## src/rtl/ffe_pkg.sv

```systemverilog
package ffe_pkg;
  localparam int unsigned FFE_TAPS     = 8;
  localparam int unsigned FFE_DW       = 10;
  localparam int unsigned FFE_CW       = 10;
  localparam int unsigned FFE_MU_SHIFT = 8;

  typedef enum logic [1:0] {
    ST_IDLE,
    ST_FILT,
    ST_WAIT,
    ST_ADAPT
  } ffe_state_e;
endpackage

```

## src/rtl/ffe_delay_line.sv

```systemverilog
module ffe_delay_line #(
  parameter int unsigned NTAPS = 8,
  parameter int unsigned DW    = 10
) (
  input  logic                       clk_i,
  input  logic                       rst_ni,
  input  logic                       load_i,
  input  logic [DW-1:0]              in0_re_i,
  input  logic [DW-1:0]              in0_im_i,
  input  logic [DW-1:0]              in1_re_i,
  input  logic [DW-1:0]              in1_im_i,
  output logic [NTAPS-1:0][DW-1:0]   re_o,
  output logic [NTAPS-1:0][DW-1:0]   im_o
);
  logic [DW-1:0] tap_re [NTAPS];
  logic [DW-1:0] tap_im [NTAPS];

  always_ff @(posedge clk_i or negedge rst_ni) begin
    if (!rst_ni) begin
      for (int k = 0; k < NTAPS; k++) begin
        tap_re[k] <= '0;
        tap_im[k] <= '0;
      end
    end else if (load_i) begin
      tap_re[0] <= in0_re_i;
      tap_im[0] <= in0_im_i;
      tap_re[1] <= in1_re_i;
      tap_im[1] <= in1_im_i;
      for (int k = 2; k < NTAPS; k++) begin
        tap_re[k] <= tap_re[k-2];
        tap_im[k] <= tap_im[k-2];
      end
    end
  end

  for (genvar k = 0; k < NTAPS; k++) begin : g_out
    assign re_o[k] = tap_re[k];
    assign im_o[k] = tap_im[k];
  end
endmodule

```

## src/rtl/ffe_cmac.sv

```systemverilog
module ffe_cmac #(
  parameter int unsigned DW = 10,
  parameter int unsigned CW = 10,
  parameter int unsigned AW = 24
) (
  input  logic signed [DW-1:0] x_re_i,
  input  logic signed [DW-1:0] x_im_i,
  input  logic signed [CW-1:0] c_re_i,
  input  logic signed [CW-1:0] c_im_i,
  input  logic signed [AW-1:0] acc_re_i,
  input  logic signed [AW-1:0] acc_im_i,
  output logic signed [AW-1:0] acc_re_o,
  output logic signed [AW-1:0] acc_im_o
);
  localparam int unsigned PW  = DW + CW;
  localparam int unsigned EXT = AW - PW;

  logic signed [PW-1:0] p_rr, p_ii, p_ri, p_ir;
  logic signed [AW-1:0] w_rr, w_ii, w_ri, w_ir;

  assign p_rr = x_re_i * c_re_i;
  assign p_ii = x_im_i * c_im_i;
  assign p_ri = x_re_i * c_im_i;
  assign p_ir = x_im_i * c_re_i;

  assign w_rr = {{EXT{p_rr[PW-1]}}, p_rr};
  assign w_ii = {{EXT{p_ii[PW-1]}}, p_ii};
  assign w_ri = {{EXT{p_ri[PW-1]}}, p_ri};
  assign w_ir = {{EXT{p_ir[PW-1]}}, p_ir};

  assign acc_re_o = acc_re_i + w_rr - w_ii;
  assign acc_im_o = acc_im_i + w_ri + w_ir;
endmodule

```

## src/rtl/ffe_coef_upd.sv

```systemverilog
module ffe_coef_upd #(
  parameter int unsigned DW = 10,
  parameter int unsigned CW = 10,
  parameter int unsigned MU = 8
) (
  input  logic signed [CW-1:0] c_re_i,
  input  logic signed [CW-1:0] c_im_i,
  input  logic                 x_re_neg_i,
  input  logic                 x_im_neg_i,
  input  logic signed [DW-1:0] e_re_i,
  input  logic signed [DW-1:0] e_im_i,
  output logic signed [CW-1:0] c_re_o,
  output logic signed [CW-1:0] c_im_o
);
  localparam int unsigned EW = DW + 2;
  localparam int unsigned SW = ((CW > EW) ? CW : EW) + 1;
  localparam logic signed [SW-1:0] C_HI = SW'(2**(CW-1) - 1);
  localparam logic signed [SW-1:0] C_LO = ~C_HI;

  logic signed [EW-1:0] er_x, ei_x, t_re, t_im, d_re, d_im;
  logic signed [SW-1:0] s_re, s_im;

  assign er_x = {{2{e_re_i[DW-1]}}, e_re_i};
  assign ei_x = {{2{e_im_i[DW-1]}}, e_im_i};

  // e * (sr - j si): real = er*sr + ei*si, imag = ei*sr - er*si
  assign t_re = (x_re_neg_i ? -er_x : er_x) + (x_im_neg_i ? -ei_x : ei_x);
  assign t_im = (x_re_neg_i ? -ei_x : ei_x) - (x_im_neg_i ? -er_x : er_x);

  assign d_re = t_re >>> MU;
  assign d_im = t_im >>> MU;

  assign s_re = {{(SW-CW){c_re_i[CW-1]}}, c_re_i} + {{(SW-EW){d_re[EW-1]}}, d_re};
  assign s_im = {{(SW-CW){c_im_i[CW-1]}}, c_im_i} + {{(SW-EW){d_im[EW-1]}}, d_im};

  always_comb begin
    if (s_re > C_HI)      c_re_o = C_HI[CW-1:0];
    else if (s_re < C_LO) c_re_o = C_LO[CW-1:0];
    else                  c_re_o = s_re[CW-1:0];
    if (s_im > C_HI)      c_im_o = C_HI[CW-1:0];
    else if (s_im < C_LO) c_im_o = C_LO[CW-1:0];
    else                  c_im_o = s_im[CW-1:0];
  end
endmodule

```

## src/rtl/ffe_cplx_slms.sv

```systemverilog
module ffe_cplx_slms
  import ffe_pkg::*;
#(
  parameter int unsigned NTAPS    = FFE_TAPS,
  parameter int unsigned DW       = FFE_DW,
  parameter int unsigned CW       = FFE_CW,
  parameter int unsigned MU_SHIFT = FFE_MU_SHIFT,
  parameter int unsigned YW       = DW + 1
) (
  input  logic                 clk_i,
  input  logic                 rst_ni,
  input  logic                 in_valid_i,
  output logic                 in_ready_o,
  input  logic signed [DW-1:0] s0_re_i,
  input  logic signed [DW-1:0] s0_im_i,
  input  logic signed [DW-1:0] s1_re_i,
  input  logic signed [DW-1:0] s1_im_i,
  output logic                 y_valid_o,
  output logic signed [YW-1:0] y_re_o,
  output logic signed [YW-1:0] y_im_o,
  input  logic                 err_valid_i,
  input  logic signed [DW-1:0] err_re_i,
  input  logic signed [DW-1:0] err_im_i,
  output logic                 done_o
);
  localparam int unsigned IW = (NTAPS > 1) ? $clog2(NTAPS) : 1;
  localparam int unsigned AW = DW + CW + 1 + IW;
  localparam logic [IW-1:0] LAST = IW'(NTAPS - 1);
  localparam logic signed [CW-1:0] C_HALF = CW'(2**(CW-2));
  localparam logic signed [AW-1:0] Y_HI = AW'(2**(YW-1) - 1);
  localparam logic signed [AW-1:0] Y_LO = ~Y_HI;

  ffe_state_e state;
  logic [IW-1:0] idx;
  logic signed [AW-1:0] acc_re, acc_im, mac_re, mac_im, ysh_re, ysh_im;
  logic signed [CW-1:0] c_re [NTAPS];
  logic signed [CW-1:0] c_im [NTAPS];
  logic signed [CW-1:0] upd_re, upd_im;
  logic signed [DW-1:0] e_re, e_im;
  logic signed [DW-1:0] x_sel_re, x_sel_im;
  logic [NTAPS-1:0][DW-1:0] x_re, x_im;
  logic signed [YW-1:0] ysat_re, ysat_im;
  logic accept;

  assign in_ready_o = (state == ST_IDLE);
  assign accept     = in_valid_i && in_ready_o;

  ffe_delay_line #(.NTAPS(NTAPS), .DW(DW)) u_line (
    .clk_i    (clk_i),
    .rst_ni   (rst_ni),
    .load_i   (accept),
    .in0_re_i (s0_re_i),
    .in0_im_i (s0_im_i),
    .in1_re_i (s1_re_i),
    .in1_im_i (s1_im_i),
    .re_o     (x_re),
    .im_o     (x_im)
  );

  assign x_sel_re = x_re[idx];
  assign x_sel_im = x_im[idx];

  ffe_cmac #(.DW(DW), .CW(CW), .AW(AW)) u_mac (
    .x_re_i   (x_sel_re),
    .x_im_i   (x_sel_im),
    .c_re_i   (c_re[idx]),
    .c_im_i   (c_im[idx]),
    .acc_re_i (acc_re),
    .acc_im_i (acc_im),
    .acc_re_o (mac_re),
    .acc_im_o (mac_im)
  );

  ffe_coef_upd #(.DW(DW), .CW(CW), .MU(MU_SHIFT)) u_upd (
    .c_re_i     (c_re[idx]),
    .c_im_i     (c_im[idx]),
    .x_re_neg_i (x_sel_re[DW-1]),
    .x_im_neg_i (x_sel_im[DW-1]),
    .e_re_i     (e_re),
    .e_im_i     (e_im),
    .c_re_o     (upd_re),
    .c_im_o     (upd_im)
  );

  // scale back to sample units, then clamp to output width
  assign ysh_re = mac_re >>> (CW - 1);
  assign ysh_im = mac_im >>> (CW - 1);

  always_comb begin
    if (ysh_re > Y_HI)      ysat_re = Y_HI[YW-1:0];
    else if (ysh_re < Y_LO) ysat_re = Y_LO[YW-1:0];
    else                    ysat_re = ysh_re[YW-1:0];
    if (ysh_im > Y_HI)      ysat_im = Y_HI[YW-1:0];
    else if (ysh_im < Y_LO) ysat_im = Y_LO[YW-1:0];
    else                    ysat_im = ysh_im[YW-1:0];
  end

  always_ff @(posedge clk_i or negedge rst_ni) begin
    if (!rst_ni) begin
      state     <= ST_IDLE;
      idx       <= '0;
      acc_re    <= '0;
      acc_im    <= '0;
      e_re      <= '0;
      e_im      <= '0;
      y_re_o    <= '0;
      y_im_o    <= '0;
      y_valid_o <= 1'b0;
      done_o    <= 1'b0;
      for (int k = 0; k < NTAPS; k++) begin
        c_re[k] <= (k == 0) ? C_HALF : '0;
        c_im[k] <= '0;
      end
    end else begin
      y_valid_o <= 1'b0;
      done_o    <= 1'b0;
      unique case (state)
        ST_IDLE: begin
          if (accept) begin
            state  <= ST_FILT;
            idx    <= '0;
            acc_re <= '0;
            acc_im <= '0;
          end
        end
        ST_FILT: begin
          acc_re <= mac_re;
          acc_im <= mac_im;
          idx    <= idx + 1'b1;
          if (idx == LAST) begin
            state     <= ST_WAIT;
            idx       <= '0;
            y_re_o    <= ysat_re;
            y_im_o    <= ysat_im;
            y_valid_o <= 1'b1;
          end
        end
        ST_WAIT: begin
          if (err_valid_i) begin
            e_re  <= err_re_i;
            e_im  <= err_im_i;
            idx   <= '0;
            state <= ST_ADAPT;
          end
        end
        ST_ADAPT: begin
          c_re[idx] <= upd_re;
          c_im[idx] <= upd_im;
          idx       <= idx + 1'b1;
          if (idx == LAST) begin
            state  <= ST_IDLE;
            idx    <= '0;
            done_o <= 1'b1;
          end
        end
        default: state <= ST_IDLE;
      endcase
    end
  end
endmodule

```

## config.mk

```make
export PLATFORM = sky130hd
export DESIGN_NAME = ffe_cplx_slms
export DESIGN_NICKNAME = d
export VERILOG_FILES = /design/src/rtl/ffe_pkg.sv /design/src/rtl/ffe_delay_line.sv /design/src/rtl/ffe_cmac.sv /design/src/rtl/ffe_coef_upd.sv /design/src/rtl/ffe_cplx_slms.sv
export SDC_FILE = /design/constraint.sdc
export NUM_CORES = 2
export LEC_CHECK = 0
export ABC_AREA = 0
export ABC_CLOCK_PERIOD_IN_PS = 12250
export CORE_UTILIZATION = 37
export DETAILED_ROUTE_END_ITERATION = 12
export DONT_BUFFER_PORTS = 1
export HOLD_SLACK_MARGIN = 0.1
export SYNTH_ARGS = -nofsm -noshare
export SYNTH_HDL_FRONTEND = slang
export SYNTH_SLANG_ARGS = --single-unit
```

## constraint.sdc

```tcl
create_clock -name clk_i -period 12.25 [get_ports clk_i]
set_input_delay 2.45 -clock clk_i [delete_from_list [all_inputs] [get_ports clk_i]]
set_output_delay 2.45 -clock clk_i [all_outputs]
set_load 0.005 [all_outputs]
```

==> run metrics <==
status complete, no violations; Worst-Margin Slew 1.422 ns; Die Wd 329.9 um; hpwl dp 79.81 mm; CTS sink cnt 417; TritonRoute pass-1 iters 6; IO Port Bufs 0; Layout area overhead 8.873%; Fillers 10,370; DRC Markers 0; Post CTS Setup Buffer Count 0; number of synthesized register bits 417; Max FO, Critical Path 39; die area 0.1089 mm2; Syn Nets 4,893; H-tree Lvls 2; gr ovfl total 0; RSZ-0062 raised after global routing false; CP max stage cell fa_1; CTS Buffer Depth 3; TNS Setup 0 ns; Synth cell types 75; Max Freq 94.91 MHz; Num CTS Buffers 51; wirelength, routed 107.9 mm; largest net degree at the start of global routing 418; global-route wire length before repair 173.4 mm; FP Rows 119; Post-synth EDFFs 0; largest stage delay on the critical path 0.85 ns; Via density 5.167; CTS resizes 0; diode count 0; multi-input logic area 0.02609 mm2; Clock Tree Root clkbuf_16; DR vias 27,910; Synth Cell Area 0.03979 mm2; number of global-route vias before repair 29,450; maxcap violations 0; Most used DFF post-synth dfrtp_1; Initial DRC Count 2,300; Post-Synthesis Cells 4,037; Post-CTS Hold Buffers 0; Final Max Tran Viols 0; Clk Latency, worst-skew pair 0.66 ns; critical path class reg -> reg; crit start category flop; CTS tree yes; final setup violation count 0; Req. time, crit path 12.74 ns; initial antenna violation count 7; layout cells sized above 1 11.37%; Crit. End Element flop; register area share after synthesis 26.23%; Synthesis Warnings 0; Clock transition at path regs 0.06 ns; Tot GR Track Use 20.72%; register area 0.01045 mm2; Max transition margin 5.212%; Mapped Avg Cell Area 9.857 um2; Clock Skews 0.06175 ns; Post-synth ARST share 100.0%; initial core utilization 37.54%; core area 0.1060 mm2; Ports 89; GP Congestion 0.9145; die height 329.9 um; Worst Path Arrival 11.03 ns; final period utilization 86.01%; Hold Crit Class reg -> reg; most frequent CP cell fa_1; Final #Nets 4,824; final period demand of the worst path 10.54 ns; Final Hold Fails 0; WL/cell 19.98 um; Final ANT Viol Nets 0
## Yosys cell counts (all sizes together), types with 42 or more instances
cell type	n	share of area, %
buf	42	0.44
inv	736	6.9
o21ai	153	1.9
a21oi	168	2.1
mux2	237	6.7
nand2	363	3.4
xnor2	60	1.3
dfrtp	416	26
nor2	378	3.6
a22o	52	1.1
clkbuf	143	1.3
xor2	47	1.0
mux2i	43	1.1
a22oi	44	0.83
fa	542	27
ha	250	7.9
## through the flow
step / std cells / hold slack [ns] / setup WS, ns / util, % / instance area [um2]
finish: 5401 / 0.4779 / 1.713 / 40.87 / 43320
global placement: 5306 / 0.4622 / 2.106 / 39.16 / 41510
detailed placement: 5306 / 0.4696 / 1.779 / 39.16 / 41510
global route: 5401 / 0.5090 / 1.071 / 40.87 / 43320
floorplan: 4037 / 0.4446 / 3.500 / - / 39790
CTS: 5401 / 0.4837 / 1.725 / 40.87 / 43320
## layer usage
metal / track usage [%] / routed length (um) / vias to the layer above
met5: 0 / 13 / -
met4: 5.072 / 2722 / 2
met3: 3.591 / 7457 / 141
met2: 33.62 / 50450 / 805
met1: 28.72 / 47280 / 14200
li1: - / - / 12760
## layout make-up
type | count | share of cell area [%]
Multi-Input combinational cell | 2698 | 60.21
Sequential cell | 417 | 24.11
Inverter | 737 | 6.385
Tap cell | 1391 | 4.017
Clock buffer | 67 | 3.339
Timing Repair Buffer | 63 | 1.092
Clock inverter | 28 | 0.8375
## state kept, by name, indices dropped and copies added (netlist names)
register,flops
y_re_o,11
c_re,80
u_line.im_o,80
acc_im,24
u_line.re_o,80
y_im_o,11
c_im,80
y_valid_o,1
acc_re,24
e_re,10
state,2
idx,3
done_o,1
e_im,10
## path summary, 6_finish.rpt
path                                       from                     to  slack, ns  depth (start not counted)
setup / recovery             idx[1]$_DFFE_PN0P_  y_re_o[9]$_DFFE_PN0P_       1.71                         29
hold / removal             c_im[48]$_DFFE_PN0P_   c_im[48]$_DFFE_PN0P_       0.48                          2
setup reg to reg             idx[1]$_DFFE_PN0P_  y_re_o[9]$_DFFE_PN0P_       1.71                         29
hold reg to reg            c_im[48]$_DFFE_PN0P_   c_im[48]$_DFFE_PN0P_       0.48                          2
max in group asynchronous                rst_ni     idx[1]$_DFFE_PN0P_       9.49                          0
min in group asynchronous                rst_ni  acc_im[9]$_DFFE_PN0P_       1.58                          0
## worst max-delay path, delay by kind of cell, from the launching register on
| family | cells | cell delay [ns] |
|---|---|---|
| AND/OR/NAND/NOR | 6 | 1.51 |
| adder cells (fa/ha/maj) | 8 | 4.30 |
| buffers and inverters | 7 | 1.49 |
| XOR/XNOR | 1 | 0.38 |
| AO/OA/AOI/OAI | 7 | 1.81 |
| flip-flops | 1 | 0.80 |
## cells by family (layout without fill, tap and decap cells)
group	after synthesis	count (layout)	synth area share (%)
AOI/OAI and AO/OA	601	601	9.958
xor gates and xnor gates	107	107	2.374
adders and majority gates	794	794	35.18
buffers and inverters	922	895	8.741
DFF	417	417	26.23
muxes	282	282	7.901
and+or+nand+nor	914	914	9.621
## cells in the final DEF, fill, tap and decap left out, types with 11 or more instances in the layout
master	n
a21o_1	16
a21oi_1	168
a221o_1	12
a221oi_1	22
a22o_1	52
a22oi_1	44
and2_1	32
buf_4	63
clkbuf_16	51
clkbuf_8	11
dfrtp_1	413
fa_1	542
ha_1	250
inv_1	727
mux2_2	231
mux2i_1	41
nand2_1	361
nand2b_1	13
nand3_1	21
nor2_1	377
nor2b_1	20
nor3_1	34
o21ai_0	66
o21ai_1	86
o21bai_1	18
o22ai_1	16
or3_1	11
xnor2_1	59
xor2_1	47
Power is not shown: default switching activity piles up to over one toggle a cycle in this logic, so the estimate is an artifact.
